## src/rtl/ind_reg_port.sv

```systemverilog
module ind_reg_port #(
  parameter int DW    = 8,
  parameter int NREGS = 26,
  parameter int AW    = $clog2(NREGS)
) (
  input  logic          clk,
  input  logic          rst_n,
  input  logic          cs,
  input  logic          a0,
  input  logic          rd,
  input  logic          wr,
  input  logic [DW-1:0] wdata,
  output logic [DW-1:0] rdata,
  input  logic          eng_busy,
  input  logic          eng_perr,
  input  logic          eng_done,
  input  logic          eng_int,
  input  logic [DW-1:0] eng_code,
  input  logic          eng_rdy,
  input  logic          eng_rx_vld,
  input  logic [DW-1:0] eng_rx_byte,
  output logic          cmd_stb,
  output logic [DW-1:0] cmd_byte,
  output logic          dat_wr_stb,
  output logic          dat_rd_stb,
  output logic [DW-1:0] tx_byte
);

  localparam logic [AW-1:0] DAT_P  = AW'(NREGS - 1);
  localparam logic [AW-1:0] CMD_P  = AW'(NREGS - 2);
  localparam logic [AW-1:0] STAT_P = AW'(NREGS - 3);
  localparam logic [DW-1:0] LIM    = DW'(NREGS);

  logic [DW-1:0] regs [NREGS];
  logic [AW-1:0] ptr;
  logic irq, lci, cip, dbr;

  wire ptr_wr   = cs & wr & ~a0;
  wire aux_rd   = cs & rd & ~a0;
  wire dacc     = cs & a0 & (rd | wr);
  wire open_reg = ~eng_busy | (ptr == CMD_P) | (ptr == DAT_P);
  wire hit      = dacc & open_reg;
  wire cmd_wr   = hit & wr & (ptr == CMD_P);
  wire cmd_ok   = cmd_wr & ~cip;
  wire cmd_drop = cmd_wr & cip;
  wire dat_hit  = hit & (ptr == DAT_P);

  wire [DW-1:0] aux = {irq, lci, eng_busy, cip, 2'b00, eng_perr, dbr};

  assign rdata    = !a0 ? aux : (open_reg ? regs[ptr] : '0);
  assign cmd_byte = regs[CMD_P];
  assign tx_byte  = regs[DAT_P];

  always_ff @(posedge clk) begin
    if (!rst_n) begin
      for (int i = 0; i < NREGS; i++) regs[i] <= '0;
    end else begin
      if (hit && wr && ptr != CMD_P) regs[ptr] <= wdata;
      if (cmd_ok)     regs[CMD_P]  <= wdata;
      if (eng_int)    regs[STAT_P] <= eng_code;
      if (eng_rx_vld) regs[DAT_P]  <= eng_rx_byte;
    end
  end

  always_ff @(posedge clk) begin
    if (!rst_n)                      ptr <= '0;
    else if (ptr_wr && wdata < LIM) ptr <= wdata[AW-1:0];
    else if (hit && ptr < CMD_P)     ptr <= ptr + 1'b1;
  end

  always_ff @(posedge clk) begin
    if (!rst_n) begin
      irq <= 1'b0; lci <= 1'b0; cip <= 1'b0; dbr <= 1'b0;
      cmd_stb <= 1'b0; dat_wr_stb <= 1'b0; dat_rd_stb <= 1'b0;
    end else begin
      if (eng_int) irq <= 1'b1;
      else if (hit && rd && ptr == STAT_P) irq <= 1'b0;
      if (cmd_drop) lci <= 1'b1;
      else if (aux_rd) lci <= 1'b0;
      if (cmd_ok) cip <= 1'b1;
      else if (eng_done) cip <= 1'b0;
      if (eng_rdy || eng_rx_vld) dbr <= 1'b1;
      else if (dat_hit) dbr <= 1'b0;
      cmd_stb    <= cmd_ok;
      dat_wr_stb <= dat_hit & wr;
      dat_rd_stb <= dat_hit & rd;
    end
  end

  assert_cmd_accept_R5: assert property (@(posedge clk) disable iff (!rst_n)
    (cs && wr && a0 && ptr == CMD_P && !cip) |=> (cip && cmd_stb && cmd_byte == $past(wdata)));

  assert_cmd_drop_R6: assert property (@(posedge clk) disable iff (!rst_n)
    (cs && wr && a0 && ptr == CMD_P && cip) |=> (lci && !cmd_stb && $stable(cmd_byte)));

  assert_ptr_hold_R3: assert property (@(posedge clk) disable iff (!rst_n)
    (cs && a0 && ptr >= CMD_P) |=> $stable(ptr));

  assert_busy_no_adv_R7: assert property (@(posedge clk) disable iff (!rst_n)
    (cs && a0 && eng_busy && ptr < CMD_P) |=> $stable(ptr));

  assert_irq_clear_R8: assert property (@(posedge clk) disable iff (!rst_n)
    (cs && rd && a0 && !eng_busy && ptr == STAT_P && !eng_int) |=> !irq);

  assert_rx_load_R9: assert property (@(posedge clk) disable iff (!rst_n)
    eng_rx_vld |=> (dbr && tx_byte == $past(eng_rx_byte)));

endmodule

```

## config.mk

```make
export PLATFORM = sky130hd
export DESIGN_NAME = ind_reg_port
export DESIGN_NICKNAME = d
export VERILOG_FILES = /design/src/rtl/ind_reg_port.sv
export SDC_FILE = /design/constraint.sdc
export NUM_CORES = 1
export LEC_CHECK = 0
export CAP_MARGIN = 20
export CORE_ASPECT_RATIO = 0.9
export CORE_MARGIN = 4
export CORE_UTILIZATION = 65
export DETAILED_ROUTE_END_ITERATION = 16
export PLACE_DENSITY = 0.87
export SYNTH_ARGS = -nofsm -noshare
export SYNTH_HDL_FRONTEND = slang
export SYNTH_SLANG_ARGS = --single-unit
```

## constraint.sdc

```tcl
create_clock -name clk -period 4.3 [get_ports clk]
set_input_delay 0.645 -clock clk [delete_from_list [all_inputs] [get_ports clk]]
set_output_delay 0.645 -clock clk [all_outputs]
set_load 0.05 [all_outputs]
```

Word level (Yosys, flattened, before mapping)

Memories as Yosys holds them, arrays and structs flattened. A register that Yosys moved wholly into a read port is not among the register bits.
Index checks and enable logic that the tools add are counted.

Register bits after elaboration: 12
Latch bits: 0
Memory bits (writable): 208
ROM bits: 0
Input bits: 36
Output and inout bits: 27
Logic and storage cells: 93
Memories kept: 1

$add $sub $neg: 1
Multiply operators: 0
Divide/modulo/power cells: 0
Magnitude comparators: 2
Eq/ne operators: 6
Shift-type cells: 0
Muxes and demuxes: 33
Bitwise gates (word level): 29
Reduce and logical (&&, ||, !) cells: 13

Memory list:

| name | depth | width | read ports | clocked after memory_dff | wr ports | line | RTL |
|---|---|---|---|---|---|---|---|
| regs | 26    | 8     | 3          | 1                        | 26       | 34   | `logic [DW-1:0] regs [NREGS];` |

Operators with widths:

| operator                                            | number |
|---|---|
| 2-to-1 mux 8 bit                                    | 6 |
| equality test 5 bit (second input constant)         | 5 |
| 2-to-1 mux 5 bit                                    | 5 |
| 2-to-1 mux 1 bit                                    | 22 |
| bitwise AND 1 bit                                   | 18 |
| nonzero test 2 bit                                  | 5 |
| < comparator 8 x 5 -> 1 bit (second input constant) | 1 |
| OR reduction 8 bit                                  | 1 |
| logical AND 1 bit                                   | 6 |
| bitwise OR 1 bit                                    | 6 |
| adder 5 x 1 -> 5 bit (second input constant)        | 1 |
| < comparator 5 bit (second input constant)          | 1 |
| != test 5 bit (second input constant)               | 1 |
| NOT 1 bit                                           | 5 |
| logical OR 1 bit                                    | 1 |

Logic depth before layout (Yosys ltp)

Gate-level depths: netlist of the first run.

Word-level depth: 13
Depth in mapped cells: 10
Depth with buffers taken out: 7

Worst setup path after synthesis of the first run

OpenSTA, ideal clock, no wires.

Path kind: register to output
From: reg (tool-made name)
To: out rdata[7]
Data arrival time: 2.708 ns
Required time: 3.655 ns
Slack: 0.947 ns
Stages on the path, launching flop included: 7
Buffers on the path: 3
Cell sequence: dfxtp_1 buf_2 clkbuf_1 buf_2 mux2_2 o22ai_1 o32ai_1

RTL lines:

| item             | line | RTL |
|---|---|---|
| end: declaration | 13   | `output logic [DW-1:0] rdata,` |

==> results of run 1 <==
path summary, 6_finish.rpt:
| check | startpoint | to | cells past startpoint |
|---|---|---|---|
| min | irq | irq | 2 |
| max | flip-flop | rdata[1] | 6 |
| max reg2reg | ptr[0] | regs[5][6] | 9 |
| min reg2reg | irq | irq | 2 |
per-stage QoR:
stage | util | instance area, µm² | hold slack (ps) | power, W
after floorplan | - | 12270 | 448.3 | 0.003307
after global placement | 0.7172 | 13240 | 461.3 | 0.003493
after detailed placement | 0.7180 | 13260 | 475.4 | 0.003514
after CTS | 0.7648 | 14120 | 485.4 | 0.005780
after global routing | 0.7664 | 14150 | 501.4 | 0.005936
final | 0.7664 | 14150 | 497.8 | 0.005803
Yosys cell counts (all sizes together), types with 4 or more instances:
cell / number
mux2: 5
inv: 13
nor2: 203
a21oi: 8
nor3: 5
o21ai: 34
nand2: 47
dfxtp: 17
o22ai: 4
edfxtp: 256
or3: 13
and2: 9
mux2i: 21
ha: 4
nand3: 14
mux4: 69
clkbuf: 23
buf: 42
a22o: 16
where the power goes:
group	switching [W]	internal, W	total (W)
clock network	0.000999	0.00133	0.00233
logic	0.000281	0.000179	0.000459
registers	0.0000401	0.00298	0.00302
cell type report:
| cell class | instances | area [µm²] |
|---|---|---|
| flip-flops and latches | 273 | 8034 |
| fillers | 1027 | 4313 |
| multi-input cells | 487 | 3769 |
| repair buffers | 122 | 1126 |
| clock buffers | 29 | 683.2 |
| well taps | 245 | 306.5 |
| clock inverters | 21 | 181.4 |
| inverters | 14 | 52.55 |
worst max-delay path, delay by kind of cell (launching register included):
family          cells  cell delay, ps
compound gates      1             110
mux                 2            1080
buf+inv             2            1010
simple gates        1             150
flops               1             560
logic make-up (layout without fill, tap and decap cells):
logic type      after synthesis  in the layout  share of synthesized area
compound gates               82             82                    0.04346
xor+xnor                      1              1                  0.0007142
fa+ha+maj                     4              4                   0.004081
buf+inv                      79            186                    0.03825
flops                       273            273                     0.6545
mux                          95             95                     0.1484
simple gates                305            305                     0.1106
metal layers:
layer | up-vias | global-route usage | share of wire | wire length, µm
met5 | - | 0 | 0 | 0
met4 | 0 | 0.1411 | 0.054 | 1870
met3 | 151 | 0.06875 | 0.13 | 4426
met2 | 736 | 0.5083 | 0.48 | 16390
met1 | 4024 | 0.4439 | 0.34 | 11680
li1 | 3321 | - | - | -
timing repair:
item | 4_1_cts | 5_1_grt
setup endpoints to repair | 0 | 1
resized for setup | 0 | 1
setup buffers | 0 | 0
==> results.json, run 1 <==
{
  "run_status": "finished clean",
  "route.detailed.drc": 0,
  "fin_skew_ps": 12.23,
  "crit_path_start_kind": "flip-flop",
  "timing.final.crit_share": 0.9626,
  "warnings_synthesis": 0,
  "place_ws_ps": 676.6,
  "post-synth-top-area-cell": "sky130_fd_sc_hd__edfxtp_1",
  "n_antenna_cell": 0,
  "largest_net_degree_at_the_start_of_global_routing": 57,
  "detail_route.wl_per_cell_um": 28.86,
  "place.detailed.instances": 1140,
  "dominantRegCellSynth": "sky130_fd_sc_hd__edfxtp_1",
  "timing.setup.critical_path_class": "flip-flop to output port",
  "setup.worst_path.end_class": "output port",
  "timing.critical_path.required_ps": 3650,
  "rsz0062_at_grt": "false",
  "cts_tree": "built",
  "max-clock-path-buffers": 3,
  "max_cap_viol_count": 0,
  "ctsHtreeMaxLevel": 1,
  "timing.critical_path.cells": "buf_12 > mux4_2 > mux4_2 > nor2_1 > o22ai_1 > clkdlybuf4s50_1",
  "drt.antenna.violating_nets": 0,
  "hp-class": "flip-flop to flip-flop",
  "synth_edf_count": 256,
  "total_via_count_after_detailed_routing": 8232,
  "clk_pin_slew_worst_paths_ps": 60,
  "synth.yosys.seq_area_share": 0.6545,
  "worst_path_max_delay_cell": "sky130_fd_sc_hd__clkdlybuf4s50_1",
  "postSynthNetCount": 879,
  "design.die.area_um2": 21140,
  "drt-total-wl_mm": 34.37,
  "synth_top_area_frac": 0.6267,
  "worst-endpoint-arrival_ps": 3490,
  "stdcell_count": 1191,
  "cts.hold.buffers_added": 0,
  "track_usage": 0.3225,
  "netlist_top_cells_area": "sky130_fd_sc_hd__edfxtp_1, sky130_fd_sc_hd__mux4_2, sky130_fd_sc_hd__nor2_1, sky130_fd_sc_hd__dfxtp_1, sky130_fd_sc_hd__buf_6",
  "setup_viol_count_final": 0,
  "effective_utilization_at_floorplan": 0.6642,
  "final_common_cell": "sky130_fd_sc_hd__edfxtp_1",
  "grt_pass1_wl_mm": 50.68,
  "reg.largest.list": "regs (256), ptr (5)",
  "post_synth.cell_area_avg_um2": 14.62,
  "setup_slack_ps": 160.9,
  "hpwl_mm": 22.38,
  "drt_first_iter_violations": 1199,
  "registers.top_by_ff_count": "regs",
  "clock_latency_ps": 540,
  "cp_max_fo": 23,
  "pwr_density_cell_nw_per_um2": 410.0,
  "die_h_um": 138.3,
  "netlist_area_um2": 12270,
  "synthesis.instances": 839,
  "synth.lib_cells_used.distinct": 47,
  "slew_headroom": 0.3373,
  "finish.net_count": 965,
  "leading_cell_types_in_the_layout_fill_and_taps_excluded": "sky130_fd_sc_hd__edfxtp_1, sky130_fd_sc_hd__nor2_1, sky130_fd_sc_hd__mux4_2, sky130_fd_sc_hd__clkdlybuf4s50_1, sky130_fd_sc_hd__buf_4",
  "die_width_um": 152.8,
  "layout-drive-gt1-share": 0.2156,
  "layout_min_cycle_time_ps": 4139,
  "highest_cell_delay_on_the_worst_timing_path_ps": 750,
  "yosys_register_bits": 273,
  "core_region_area_um2": 18470,
  "power_leakage_nw": 4.665,
  "boundaryPins": 63,
  "timing.final.max_slew_violations": 0,
  "first_global_vias": 8155,
  "max_clock_freq_mhz": 241.6,
  "worst_slew_pin_slew_ps": 994.0,
  "vdd_drop_max_mv": 0.3391,
  "ctsRootBufferMaster": "sky130_fd_sc_hd__clkbuf_16",
  "cts_buffers": 27,
  "timing.setup.tns_ps": 0,
  "finalWeightedCongestion": 0.9035,
  "r2r_slack_ps": 1160,
  "io_buffers": 62,
  "synth-async-reset-ratio": 0,
  "cp_common_cell": "sky130_fd_sc_hd__mux4_2",
  "largest_register_ffs": 256,
  "drt_pass_1_iters": 6,
  "vias_per_cell": 6.912,
  "std_cell_rows": 47,
  "layout-area-overhead-vs-synth_pct": 15.38,
  "clock_sink_count": 273,
  "finalHoldViolCount": 0,
  "global_route_congestion_overflow_total": 0,
  "antenna_found_initial": 0
}
No activity file was read; power rests on OpenSTA's default activity.
==> run 2, diff against run 1 <==
--- a/config.mk
+++ b/config.mk
@@ -11,6 +11,7 @@
 export CORE_UTILIZATION = 65
 export DETAILED_ROUTE_END_ITERATION = 16
 export PLACE_DENSITY = 0.87
+export REMOVE_ABC_BUFFERS = 1
 export SYNTH_ARGS = -nofsm -noshare
 export SYNTH_HDL_FRONTEND = slang
 export SYNTH_SLANG_ARGS = --single-unit
==> run 2 against run 1 <==
  * Sequential share of layout area increased by 0.60 points
  * Highest routed layer unchanged
  * Final area decreased by 1.1%
  * Routed wire length decreased by 1.5%
  * Sequential cell count unchanged
  * Critical endpoint is now rdata[2]
==> results.json, run 2 (synthesis results as in run 1) <==
{
  "power_leakage_nw": 4.575,
  "core_region_area_um2": 18470,
  "timing.critical_path.required_ps": 3650,
  "registers.top_by_ff_count": "regs",
  "drt-total-wl_mm": 33.85,
  "ctsRootBufferMaster": "sky130_fd_sc_hd__clkbuf_16",
  "layout_min_cycle_time_ps": 4203,
  "vias_per_cell": 6.928,
  "hp-class": "flip-flop to flip-flop",
  "clock_sink_count": 273,
  "cts_tree": "built",
  "proportion_of_power_drawn_by_the_clock_network": 0.377,
  "largest_register_ffs": 256,
  "largest_net_degree_at_the_start_of_global_routing": 40,
  "n_antenna_cell": 0,
  "crit_path_start_kind": "flip-flop",
  "finalWeightedCongestion": 0.9006,
  "effective_utilization_at_floorplan": 0.6642,
  "layout-area-overhead-vs-synth_pct": 14.17,
  "setup_viol_count_final": 0,
  "placed_cell_area_um2": 13190,
  "fin_skew_ps": 11.58,
  "power.net_switching_w": 0.001268,
  "drt.antenna.violating_nets": 0,
  "leading_cell_types_in_the_layout_fill_and_taps_excluded": "sky130_fd_sc_hd__edfxtp_1, sky130_fd_sc_hd__nor2_1, sky130_fd_sc_hd__mux4_2, sky130_fd_sc_hd__clkdlybuf4s50_1",
  "cts.hold.buffers_added": 0,
  "worst-endpoint-arrival_ps": 3560,
  "final.fill_count": 1038,
  "final_common_cell": "sky130_fd_sc_hd__edfxtp_1",
  "cp_max_fo": 20,
  "grt_pass1_wl_mm": 51.28,
  "vdd_drop_max_mv": 0.3079,
  "design.die.area_um2": 21140,
  "max_clock_freq_mhz": 237.9,
  "first_global_vias": 8225,
  "worst_slew_pin_slew_ps": 1019,
  "total_via_count_after_detailed_routing": 8175,
  "cell_internal_power_dissipation_w": 0.004297,
  "io_buffers": 62,
  "switching_power_as_a_share_of_total_power": 0.2279,
  "route.detailed.drc": 0,
  "max_cap_viol_count": 0,
  "setup_slack_ps": 96.58,
  "run_status": "finished clean",
  "antenna_found_initial": 0,
  "clk_pin_slew_worst_paths_ps": 60,
  "boundaryPins": 63,
  "drt_first_iter_violations": 1352,
  "timing.final.max_slew_violations": 0,
  "die_width_um": 152.8,
  "post_cts.resized_instances": 0,
  "finish.net_count": 957,
  "timing.setup.critical_path_class": "flip-flop to output port",
  "detail_route.wl_per_cell_um": 28.69,
  "share_seq_of_total_power": 0.542,
  "drt_pass_1_iters": 5,
  "finalHoldViolCount": 0,
  "cts.repair_timing.setup_buffer_count": 0,
  "global_route_congestion_overflow_total": 0,
  "hold_slack_ps": 485.8,
  "rsz0062_at_grt": "false",
  "layout-drive-gt1-share": 0.2021,
  "setup.worst_path.end_class": "output port",
  "slew_headroom": 0.3167,
  "timing.final.crit_share": 0.9775,
  "max-clock-path-buffers": 3,
  "std_cell_rows": 47,
  "reg.largest.list": "regs (256), ptr (5)",
  "ctsHtreeMaxLevel": 1,
  "place_ws_ps": 677.0,
  "pwr_density_cell_nw_per_um2": 397.4,
  "cts_buffers": 27,
  "track_usage": 0.3228,
  "clock_latency_ps": 530,
  "timing.setup.tns_ps": 0,
  "final_area_um2": 14000,
  "hpwl_mm": 22.34,
  "share_comb_of_total_power": 0.081,
  "die_h_um": 138.3
}
==> run 2: cell types whose count changed in the layout (fill, tap and decap cells not counted) <==
cell	change
sky130_fd_sc_hd__inv_6	-1
sky130_fd_sc_hd__clkinv_1	-1
sky130_fd_sc_hd__buf_16	+1
sky130_fd_sc_hd__bufinv_16	-3
sky130_fd_sc_hd__clkbuf_1	+5
sky130_fd_sc_hd__clkinvlp_4	-3
sky130_fd_sc_hd__dlymetal6s2s_1	-1
sky130_fd_sc_hd__clkdlybuf4s50_1	+1
sky130_fd_sc_hd__buf_4	-9
==> run 2: path summary, 6_finish.rpt <==
path,from,to,slack (ps),depth (start not counted)
min,irq,irq,490,2
max reg2reg,ptr[0],regs[26][2],1140,8
min reg2reg,irq,irq,490,2
max,flip-flop,rdata[2],100,8
==> run 2: critical path: stages, from the launching register on <==
cell and delay (ps):
sky130_fd_sc_hd__dfxtp_2 770, sky130_fd_sc_hd__buf_4 340, sky130_fd_sc_hd__buf_4 150, sky130_fd_sc_hd__mux4_2 280, sky130_fd_sc_hd__mux2i_1 220, sky130_fd_sc_hd__nand2_1 100
sky130_fd_sc_hd__o211ai_1 270, sky130_fd_sc_hd__a21oi_1 150, sky130_fd_sc_hd__clkdlybuf4s50_1 740
==> run 2: per-stage QoR <==
stage / cells / util / power [W]
global route: 1180 / 0.7584 / 0.005722
CTS: 1178 / 0.7554 / 0.005548
global placement: 1130 / 0.7135 / 0.003489
detailed placement: 1131 / 0.7143 / 0.003505
floorplan: 774 / - / 0.003295
finish: 1180 / 0.7584 / 0.005565
==> run 2: final cells by class <==
type / instances / area, µm² / area share
tap: 245 / 306.5 / 0.02189
inverter: 14 / 52.55 / 0.003753
multi-input combinational: 487 / 3769 / 0.2691
timing repair buffer: 114 / 1084 / 0.07738
clock buffer: 34 / 701.9 / 0.05013
clock inverter: 13 / 56.30 / 0.004021
sequential: 273 / 8034 / 0.5737
==> run 2: power groups by stage <==
stage / sequential, W / clock [W] / combinational (W)
final: 0.00302 / 0.00210 / 0.000451
after CTS: 0.00301 / 0.00209 / 0.000444
after global routing: 0.00302 / 0.00224 / 0.000468
after floorplan: 0.00310 / 0 / 0.000193
after detailed placement: 0.00307 / 0 / 0.000438
after global placement: 0.00306 / 0 / 0.000428
==> run 2: per-layer routing <==
| layer | GRT usage | vias to the layer above | share of wire |
|---|---|---|---|
| li1 | - | 3301 | - |
| met1 | 0.4571 | 4012 | 0.34 |
| met2 | 0.5125 | 733 | 0.49 |
| met3 | 0.06094 | 129 | 0.13 |
| met4 | 0.1181 | 0 | 0.046 |
| met5 | 0 | - | 0 |
